[config.mk]
export PLATFORM = sky130hd
export DESIGN_NAME = cbo_perm_check
export DESIGN_NICKNAME = d
export VERILOG_FILES = /design/src/rtl/cbo_perm_pkg.sv /design/src/rtl/cbo_field_pick.sv /design/src/rtl/cbo_gate.sv /design/src/rtl/cbo_align.sv /design/src/rtl/cbo_perm_check.sv
export SDC_FILE = /design/constraint.sdc
export NUM_CORES = 1
export LEC_CHECK = 0
export BUFFER_PORTS_ARGS = -buffer_cell sky130_fd_sc_hd__buf_4
export CAP_MARGIN = 10
export CORE_AREA = 2 2 132 134
export DETAILED_ROUTE_END_ITERATION = 8
export DIE_AREA = 0 0 134 136
export GPL_ROUTABILITY_DRIVEN = 0
export PLACE_DENSITY_LB_ADDON = 0.05
export SETUP_SLACK_MARGIN = 0.5
export SLEW_MARGIN = 20
export SYNTH_ARGS = -nofsm -noshare
export SYNTH_HDL_FRONTEND = slang
export SYNTH_SLANG_ARGS = --single-unit
[constraint.sdc]
create_clock -name clk -period 1.6 [get_ports clk]
set_input_delay 0.32 -clock clk [delete_from_list [all_inputs] [get_ports clk]]
set_output_delay 0.32 -clock clk [all_outputs]
set_load 0.05 [all_outputs]
[src/rtl/cbo_perm_pkg.sv]
package cbo_perm_pkg;

    typedef enum logic [1:0] {
        PRIV_U   = 2'd0,
        PRIV_S   = 2'd1,
        PRIV_RSV = 2'd2,
        PRIV_M   = 2'd3
    } priv_e;

    typedef enum logic [1:0] {
        OP_ZERO      = 2'd0,
        OP_CLEAN     = 2'd1,
        OP_INVAL     = 2'd2,
        OP_INVAL_ALT = 2'd3
    } cbop_e;

    localparam int CAUSE_W = 5;
    localparam logic [CAUSE_W-1:0] CAUSE_NONE    = 5'd0;
    localparam logic [CAUSE_W-1:0] CAUSE_ILLEGAL = 5'd2;
    localparam logic [CAUSE_W-1:0] CAUSE_VIRT    = 5'd22;

    // Enable field positions inside every configuration word
    localparam int FLD_INV_LO = 4;
    localparam int FLD_INV_HI = 5;
    localparam int FLD_CLEAN  = 6;
    localparam int FLD_ZERO   = 7;
    localparam int FLD_SPAN   = 8;

    // Number of configuration levels (machine, hypervisor, supervisor)
    localparam int NUM_LVL = 3;
    localparam int LVL_M   = 0;
    localparam int LVL_H   = 1;
    localparam int LVL_S   = 2;

    typedef struct packed {
        logic m_en;
        logic h_en;
        logic s_en;
    } lvl_en_t;

    typedef struct packed {
        logic               allow;
        logic               exc;
        logic [CAUSE_W-1:0] cause;
    } verdict_t;

    function automatic logic field_on(input logic [FLD_SPAN-1:0] low, input cbop_e op);
        logic r;
        unique case (op)
            OP_ZERO:  r = low[FLD_ZERO];
            OP_CLEAN: r = low[FLD_CLEAN];
            default:  r = |low[FLD_INV_HI:FLD_INV_LO];
        endcase
        return r;
    endfunction

endpackage

[src/rtl/cbo_field_pick.sv]
module cbo_field_pick
    import cbo_perm_pkg::*;
#(
    parameter int CFG_W = 64
) (
    input  logic [CFG_W-1:0] cfg,
    input  cbop_e            op,
    output logic             en
);
    logic unused_hi;
    assign unused_hi = ^cfg[CFG_W-1:FLD_SPAN];

    always_comb begin
        en = field_on(cfg[FLD_SPAN-1:0], op);
    end
endmodule

[src/rtl/cbo_gate.sv]
module cbo_gate
    import cbo_perm_pkg::*;
(
    input  priv_e    priv,
    input  logic     virt,
    input  lvl_en_t  lvl,
    output verdict_t verdict
);
    logic below_m, at_or_below_s, below_s;

    always_comb begin
        below_m       = (priv < PRIV_M);
        at_or_below_s = (priv <= PRIV_S);
        below_s       = (priv < PRIV_S);

        verdict = '{allow: 1'b1, exc: 1'b0, cause: CAUSE_NONE};
        if (below_m && !lvl.m_en) begin
            verdict = '{allow: 1'b0, exc: 1'b1, cause: CAUSE_ILLEGAL};
        end else if (virt && ((at_or_below_s && !lvl.h_en) || (below_s && !lvl.s_en))) begin
            verdict = '{allow: 1'b0, exc: 1'b1, cause: CAUSE_VIRT};
        end else if (below_s && !lvl.s_en) begin
            verdict = '{allow: 1'b0, exc: 1'b1, cause: CAUSE_ILLEGAL};
        end
    end
endmodule

[src/rtl/cbo_align.sv]
module cbo_align #(
    parameter int ADDR_W    = 64,
    parameter int BLK_BYTES = 64
) (
    input  logic [ADDR_W-1:0] addr_in,
    output logic [ADDR_W-1:0] addr_out
);
    localparam int OFS_W = $clog2(BLK_BYTES);

    generate
        if (OFS_W == 0) begin : g_byte_blocks
            assign addr_out = addr_in;
        end else begin : g_mask
            logic unused_ofs;
            assign unused_ofs = ^addr_in[OFS_W-1:0];
            assign addr_out   = {addr_in[ADDR_W-1:OFS_W], {OFS_W{1'b0}}};
        end
    endgenerate
endmodule

[src/rtl/cbo_perm_check.sv]
module cbo_perm_check
    import cbo_perm_pkg::*;
#(
    parameter int CFG_W     = 64,
    parameter int ADDR_W    = 64,
    parameter int BLK_BYTES = 64
) (
    input  logic                clk,
    input  logic                rst,
    input  logic                req_valid,
    input  logic [1:0]          req_priv,
    input  logic                req_virt,
    input  logic [1:0]          req_op,
    input  logic [CFG_W-1:0]    cfg_mach,
    input  logic [CFG_W-1:0]    cfg_hyp,
    input  logic [CFG_W-1:0]    cfg_sup,
    input  logic [ADDR_W-1:0]   req_addr,
    output logic                rsp_done,
    output logic                rsp_allow,
    output logic                rsp_exc,
    output logic [CAUSE_W-1:0]  rsp_cause,
    output logic [ADDR_W-1:0]   rsp_addr
);
    logic [CFG_W-1:0] cfg_arr [NUM_LVL];
    logic [NUM_LVL-1:0] en_vec;
    lvl_en_t  lvl;
    verdict_t verdict;
    logic [ADDR_W-1:0] aligned;

    assign cfg_arr[LVL_M] = cfg_mach;
    assign cfg_arr[LVL_H] = cfg_hyp;
    assign cfg_arr[LVL_S] = cfg_sup;

    generate
        for (genvar g = 0; g < NUM_LVL; g++) begin : g_lvl
            cbo_field_pick #(.CFG_W(CFG_W)) u_pick (
                .cfg (cfg_arr[g]),
                .op  (cbop_e'(req_op)),
                .en  (en_vec[g])
            );
        end
    endgenerate

    assign lvl = '{m_en: en_vec[LVL_M], h_en: en_vec[LVL_H], s_en: en_vec[LVL_S]};

    cbo_gate u_gate (
        .priv    (priv_e'(req_priv)),
        .virt    (req_virt),
        .lvl     (lvl),
        .verdict (verdict)
    );

    cbo_align #(.ADDR_W(ADDR_W), .BLK_BYTES(BLK_BYTES)) u_align (
        .addr_in  (req_addr),
        .addr_out (aligned)
    );

    always_ff @(posedge clk) begin
        if (rst) begin
            rsp_done  <= 1'b0;
            rsp_allow <= 1'b0;
            rsp_exc   <= 1'b0;
            rsp_cause <= CAUSE_NONE;
            rsp_addr  <= '0;
        end else begin
            rsp_done <= req_valid;
            if (req_valid) begin
                rsp_allow <= verdict.allow;
                rsp_exc   <= verdict.exc;
                rsp_cause <= verdict.cause;
                rsp_addr  <= aligned;
            end
        end
    end
endmodule

After elaboration in Yosys (flattened, before gate mapping)
Index checks and enable logic that the tools add are counted.
- $lt $le $gt $ge: 3
- equality and inequality tests: 1
- multiplexer cells: 6
- reduce and logical (&&, ||, !) cells: 12
- operators with widths (operator ; number):
    two-way mux 7 bit ; 3
    one-hot mux 1 bit (2 select lines) ; 3
    OR reduction 2 bit ; 3
    logical AND 1 bit ; 4
    zero test 1 bit ; 3
    equality test 2 x 1 -> 1 bit, second input constant ; 1
    <= comparator 2 x 1 -> 1 bit, second input constant ; 1
    zero test 2 bit ; 1
    < comparator 2 x 1 -> 1 bit, second input constant ; 1
    < comparator 2 bit, second input constant ; 1
    logical OR 1 bit ; 1
- bits in registers: 66
- input bits: 264

Longest topological paths before layout
Gate-level depths: netlist of the first run.
- word-level depth: 8
- gate-level depth with buffers: 5
- depth with buffers taken out: 4

Cells and area by module
Synthesis of the first run repeated with hierarchy kept, for this count alone.
- cell total of the unflattened synthesis: 317
- area total of the unflattened synthesis: 3216.8 um^2
- by module, submodules not included (module ; instances ; cells an instance ; area each (um^2)):
    cbo_perm_check ; 1 ; 231 ; 2573.7
    cbo_align ; 1 ; 65 ; 484.2
    cbo_gate ; 1 ; 12 ; 87.6
    cbo_field_pick ; 3 ; 3 ; 23.8

Worst setup path before layout of the first run
No wires, ideal clock.
- kind: register to output
- start: register rsp_cause[1]
- end: output port rsp_cause[1]
- arrival time: 914 ps
- path slack: 366 ps
- stages on the path, launching flop included: 2
- path through: dfxtp_1 -> buf_4
- RTL lines (what ; RTL line ; source):
    start, declared ; cbo_perm_check.sv:21 ; output logic [CAUSE_W-1:0] rsp_cause,
    start signal, assigned ; cbo_perm_check.sv:70 ; rsp_cause <= verdict.cause;
No word-level cell between the ends.

==> results of run 1 <==
==> cells by family (layout without fill, tap and decap cells) <==
group | count (synthesis) | after routing | share of synthesized area (%)
simple gates | 70 | 70 | 11.7
buf+inv | 27 | 166 | 6.20
other cells | 1 | 8 | 0.157
mux | 63 | 63 | 26.6
compound gates | 11 | 11 | 3.26
flops | 62 | 62 | 52.1
==> cells in the mapped netlist, drive strengths merged <==
library cell,instances
nor2,65
mux2i,63
dfxtp,62
buf,17
clkbuf,8
a21oi,3
o21ai,3
inv,2
nand2,2
a221oi,1
a31oi,1
a32o,1
a32oi,1
and4b,1
conb,1
nand3b,1
nor4b,1
o21a,1
==> per-stage QoR <==
| step | area (sq um) | hold slack [ns] |
|---|---|---|
| 6_report | 4570 | 0.216 |
| 5_1_grt | 4570 | 0.219 |
| 4_1_cts | 4480 | 0.202 |
| 3_5_place_dp | 3680 | 0.482 |
| 3_3_place_gp | 3680 | 0.474 |
| 2_1_floorplan | 2420 | 0.467 |
==> registers in the layout, summed over array words and instances (netlist names) <==
name       count
rsp_addr      58
rsp_cause      2
rsp_done       1
rsp_allow      1
==> cells in the final DEF (no fill, tap or decap), types with 3 or more instances in the layout <==
cell       instances
buf_8             61
buf_4             81
clkbuf_16          9
a21oi_1            3
conb_1             8
nor2_1            65
o21ai_0            3
dfxtp_2           60
buf_6              3
buf_12             3
mux2i_1           62
==> routing by layer <==
layer	part of all wire, %	GRT usage, %	wire (um)	vias up
met5	0	0	0	-
met4	2.6	5.50	201	0
met3	13	4.77	1020	12
met2	40	11.3	3070	115
met1	44	10.0	3370	926
li1	-	-	-	1046
==> timing repair <==
item	CTS	global route
setup buffers	0	3
resized for setup	171	16
setup endpoints to repair	64	65
==> worst max path at each step <==
| stage | end | slack (ns) | start | cells past startpoint |
|---|---|---|---|---|
| finish | rsp_cause[4] | 0.43 | rsp_cause[2] | 1 |
| global route | rsp_cause[4] | 0.40 | rsp_cause[2] | 1 |
| CTS | rsp_cause[4] | 0.40 | rsp_cause[2] | 1 |
| detailed placement | rsp_allow | 0.17 | req_op[0] | 5 |
| global placement | rsp_allow | 0.17 | req_op[0] | 5 |
| floorplan | rsp_allow | 0.44 | req_op[1] | 4 |
==> area by class of cell <==
type / count / area [sq um] / share of cell area [%]
Timing Repair Buffer: 148 / 1620 / 35.4
Sequential cell: 62 / 1320 / 29.0
Multi-Input combinational cell: 152 / 1020 / 22.3
Tap cell: 225 / 282 / 6.16
Clock buffer: 12 / 246 / 5.40
Clock inverter: 4 / 70.1 / 1.53
Inverter: 2 / 7.51 / 0.164
==> report_power, final <==
part           internal (mW)  switching [mW]
registers               1.66          0.0799
clock network           1.40           0.688
logic                  0.490           0.590
==> flow_summary.toml, run 1 <==
[layout]
diodes = 0
area_delta_synth_final_pct = 91.7
fin_util_pct = 27.1
final_nets = 639
drive_gt1_share_pct = 59.5
fin_cells = 605
fillers = 1815

[logic_synthesis]
synthTopCellsByArea = "dfxtp_1 (52%), mux2i_1 (26%), nor2_1 (10%)"
syn_area_per_cell_sq_um = 10.2
syn_inst = 234
netlist.area_leader.share_pct = 52.1
synth_seq_cells = 62
yosysSeqAreaShare_pct = 52.1
ys_warn_count = 0
synth_largest_area_cell = "dfxtp_1"
netlist-cell-type-count = 20
syn-cell-area_sq_um = 2380

[timing]
hold_violations = 0
tns_ns = 0
setup_violations = 0
finalCritPeriodShare_pct = 73.2
period_minus_slack_ns = 1.17
rsz0062_at_grt = "yes"
finalClockSkew_ns = 0
slew_viol_final = 0
fmax_mhz = 854
setup_slack_ns = 0.429

[floorplanning]
initial_utilization_pct = 14.1
fp.dieArea_sq_um = 18200
rows = 48
die_x_um = 134
die_h_um = 136
io_pins = 336
core_area_sq_um = 16900

[clocking]
cts_hold_repair.buffers = 0
cts_tree = "built"
numCtsBuffers = 9
clock_sinks = 62
clkTransAtPathRegs_ns = 0.05
htreeDepth = 3
clk_latency_ns = 0.33
clock_path_buffers = 2
root_buffer = "clkbuf_16"

[pwr]
vdd_drop_max_uv = 434
power_mw = 4.91
pwr_density_cell_nw_per_um2 = 1070
leakage_nw = 2.13

[drt]
drt-pass1-iter-count = 4
wl_um = 7660
postRouteAntennaNets = 0
avgRoutedWirePerCell_um = 12.7
drc = 0
drtIter0Drc = 49
drt-vias-per-instance = 3.47
via_count = 2099

[place]
io_buffers = 141
dp_hpwl_um = 5380
pre_cts_ws_ns = 0.169
dp.cells = 586

[grt]
grt_overflow = 0
globalRouteTotalUtil_pct = 8.40
grt_max_degree = 39
grt_pass1_wl_um = 11400
first_global_vias = 2158
antenna_found_initial = 0

[critical_path]
rrSetupSlack_ns = 0.78
worst-endpoint-arrival_ns = 0.85
worst_path_max_delay_cell = "dfxtp_4"
cp-end-kind = "output port"
crit_required_ns = 1.28
r2r-start = "rsp_allow"
path_cells = "buf_8"
path_class = "register to output port"
crit_family = "flip-flops"
reg2reg_depth = 3
cp_num_buf_inv = 1
worst-path-max-fanout = 3
rr_endpoint = "rsp_allow"
worstSetupStartpointType = "register"
cpPeakStageDelay_ns = 0.37

[min_path]
whs_path_depth = 2
hp-class = "primary input to register"
min-delay-start = "rst"
min_to = "rsp_done"

[run]
cap_violations = 0

[status]
status = "completed"
Power figures use the tool's default switching activity.
==> run 2: changes to the inputs <==
--- a/config.mk
+++ b/config.mk
@@ -5,6 +5,7 @@
 export SDC_FILE = /design/constraint.sdc
 export NUM_CORES = 1
 export LEC_CHECK = 0
+export ABC_AREA = 1
 export BUFFER_PORTS_ARGS = -buffer_cell sky130_fd_sc_hd__buf_4
 export CAP_MARGIN = 10
 export CORE_AREA = 2 2 132 134
==> constraint.sdc (replaced) <==
create_clock -name clk -period 1.03 [get_ports clk]
set_input_delay 0.206 -clock clk [delete_from_list [all_inputs] [get_ports clk]]
set_output_delay 0.206 -clock clk [all_outputs]
set_load 0.05 [all_outputs]
==> run 2 against run 1 <==
Against the previous run:
- global-route usage is 1.7 points higher
- the run now ends with negative setup slack left
- area after synthesis shrank 2.9%
- utilization up 3.4 points
- routed wire length is 24% higher
- largest cell class unchanged
- die area unchanged
- final cell count increased by 14%
- sequential share of layout area decreased by 0.36 points
- critical path depth unchanged
- critical endpoint is now rsp_exc
- synthesized cell count is 32% higher
- clock-buffer cell count is 1 lower
- register-to-register slack got worse by 0.47 ns
==> flow_summary.toml, run 2 <==
[status]
status = "complete, but fails checks"
violations = "negative setup slack"

[critical_path]
worst-endpoint-arrival_ns = 0.85
cp_num_buf_inv = 1
worst_path_max_delay_cell = "dfxtp_4"
worstSetupStartpointType = "register"
cpPeakStageDelay_ns = 0.37
worst-path-max-fanout = 3
crit_required_ns = 0.82
cp-end-kind = "output port"
path_cells = "buf_6"
crit_family = "flip-flops"
path_class = "register to output port"

[floorplanning]
die_h_um = 136
initial_utilization_pct = 13.7
die_x_um = 134
fp.dieArea_sq_um = 18200
core_area_sq_um = 16900
io_pins = 336
rows = 48

[pwr]
vdd_drop_max_uv = 771
pwr_density_cell_nw_per_um2 = 1590
leakage_nw = 2.22
power_mw = 8.21

[drt]
drt-pass1-iter-count = 3
avgRoutedWirePerCell_um = 13.7
drt-vias-per-instance = 3.71
drtIter0Drc = 46
wl_um = 9480
drc = 0
postRouteAntennaNets = 0
via_count = 2562

[logic_synthesis]
syn_inst = 309
syn-cell-area_sq_um = 2310
synth_seq_cells = 62
synthTopCellsByArea = "dfxtp_1 (54%), nor2_1 (20%), o21ai_0 (13%)"
yosysSeqAreaShare_pct = 53.7
ys.flop_type = "dfxtp_1"
synth_edf_count = 0
ys_warn_count = 0
syn_area_per_cell_sq_um = 7.49
synthTopCellsByCount = "nor2_1 (126), dfxtp_1 (62), o21ai_0 (59), nand2_1 (14), clkbuf_1 (13)"
synth_largest_area_cell = "dfxtp_1"
yosysMostFrequentCell = "nor2_1"
async_reset_ff_share_pct = 0
netlist-cell-type-count = 17
netlist.area_leader.share_pct = 53.7

[clocking]
clock_path_buffers = 2
root_buffer = "clkbuf_16"
clk_latency_ns = 0.33
clkTransAtPathRegs_ns = 0.05
cts_tree = "built"
clock_sinks = 62
htreeDepth = 3
numCtsBuffers = 9

[layout]
drive_gt1_share_pct = 66.7
layout_common_cells = "nor2_1 (124), buf_4 (84), dfxtp_4 (62)"
top_regs = "rsp_addr (58), rsp_cause (2)"
fin_area_sq_um = 5150
top_register = "rsp_addr"
final_nets = 725
diodes = 0
largest_register_ffs = 58
fillers = 1810
final_common_cell = "nor2_1"
area_delta_synth_final_pct = 123

[grt]
grt_overflow = 0
first_global_vias = 2531
grt_max_degree = 60
globalRouteTotalUtil_pct = 10.1
grt_pass1_wl_um = 13800
antenna_found_initial = 0

[timing]
finalClockSkew_ns = 0
setup_violations = 36
setup_slack_ns = -0.0295
rsz0062_at_grt = "yes"
hold_violations = 0
period_minus_slack_ns = 1.06
fmax_mhz = 944
hold-worst-slack_ns = 0.0797
tns_ns = -0.196
slew_viol_final = 0
finalCritPeriodShare_pct = 103

[place]
io_buffers = 141
placed_area_sq_um = 3900
dp_hpwl_um = 6220

[run]
cap_violations = 0

[min_path]
hp-class = "primary input to register"
## run 2: cell types whose count changed in the layout (fill, tap and decap cells not counted), sizes merged, moves of 4 or more
| cell | before | now |
|---|---|---|
| mux2i | 63 | 0 |
| nor2 | 65 | 127 |
| o21ai | 3 | 61 |
| buf | 148 | 160 |
| nand2 | 2 | 14 |
| inv | 2 | 9 |
| nand3 | 0 | 4 |
## run 2: power by group
part / switching, mW / internal, mW
sequential: 0.171 / 2.53
combinational: 1.15 / 0.901
clock: 1.11 / 2.35
## run 2: layout make-up
cell class | instances | area, sq um | share of cell area (%)
Timing Repair inverter | 2 | 28.8 | 0.559
Multi-Input combinational cell | 218 | 1180 | 22.8
Inverter | 8 | 76.3 | 1.48
Clock inverter | 5 | 97.6 | 1.90
Timing Repair Buffer | 160 | 1780 | 34.6
Tap cell | 225 | 282 | 5.47
Sequential cell | 62 | 1470 | 28.6
Clock buffer | 11 | 233 | 4.52
## run 2: per-stage QoR
stage | instances | utilization (%) | worst slack, ns
finish | 691 | 30.5 | -0.0295
CTS | 680 | 28.6 | -0.0506
detailed placement | 663 | 23.1 | -0.0658
global placement | 663 | 23.1 | -0.0751
floorplan | 316 | - | 0.207
global route | 691 | 30.5 | -0.0510
## run 2: final timing paths
check | from | endpoint | slack (ns) | cells past startpoint
max | rsp_cause[1] | rsp_exc | -0.03 | 1
min reg2reg | rsp_addr[31] | rsp_addr[31] | 0.49 | 2
max reg2reg | rsp_addr[27] | rsp_addr[27] | 0.31 | 3
min | req_addr[35] | rsp_addr[35] | 0.08 | 3
## run 2: logic make-up (layout without fill, tap and decap cells)
logic type | after synthesis | count (layout) | share of synthesized area (%)
AND/OR/NAND/NOR | 145 | 145 | 24.1
flip-flops | 62 | 62 | 53.7
other | 1 | 8 | 0.162
AO/OA/AOI/OAI | 65 | 65 | 14.4
buffers and inverters | 36 | 186 | 7.73
## run 2: metal layers
metal	GRT usage, %	up-vias	wire length [um]
li1	-	1282	-
met1	12.6	1156	4180
met2	14.2	115	4080
met3	5.41	9	1060
met4	4.79	0	159
met5	0	-	0
## run 2: worst reg2reg max path, delay by kind of cell (launching register included)
kind | cells | cell delay [ns]
DFF | 1 | 0.34
buffers and inverters | 1 | 0.13
AOI/OAI and AO/OA | 1 | 0.10
and+or+nand+nor | 1 | 0.04
## run 2: what timing repair did
item	CTS	global route
setup endpoints to repair	126	126
hold endpoints to repair	0	0
gates resized for setup	160	62
hold buffers	0	0
cloned	0	2
setup buffers	1	9
pin swaps	6	15
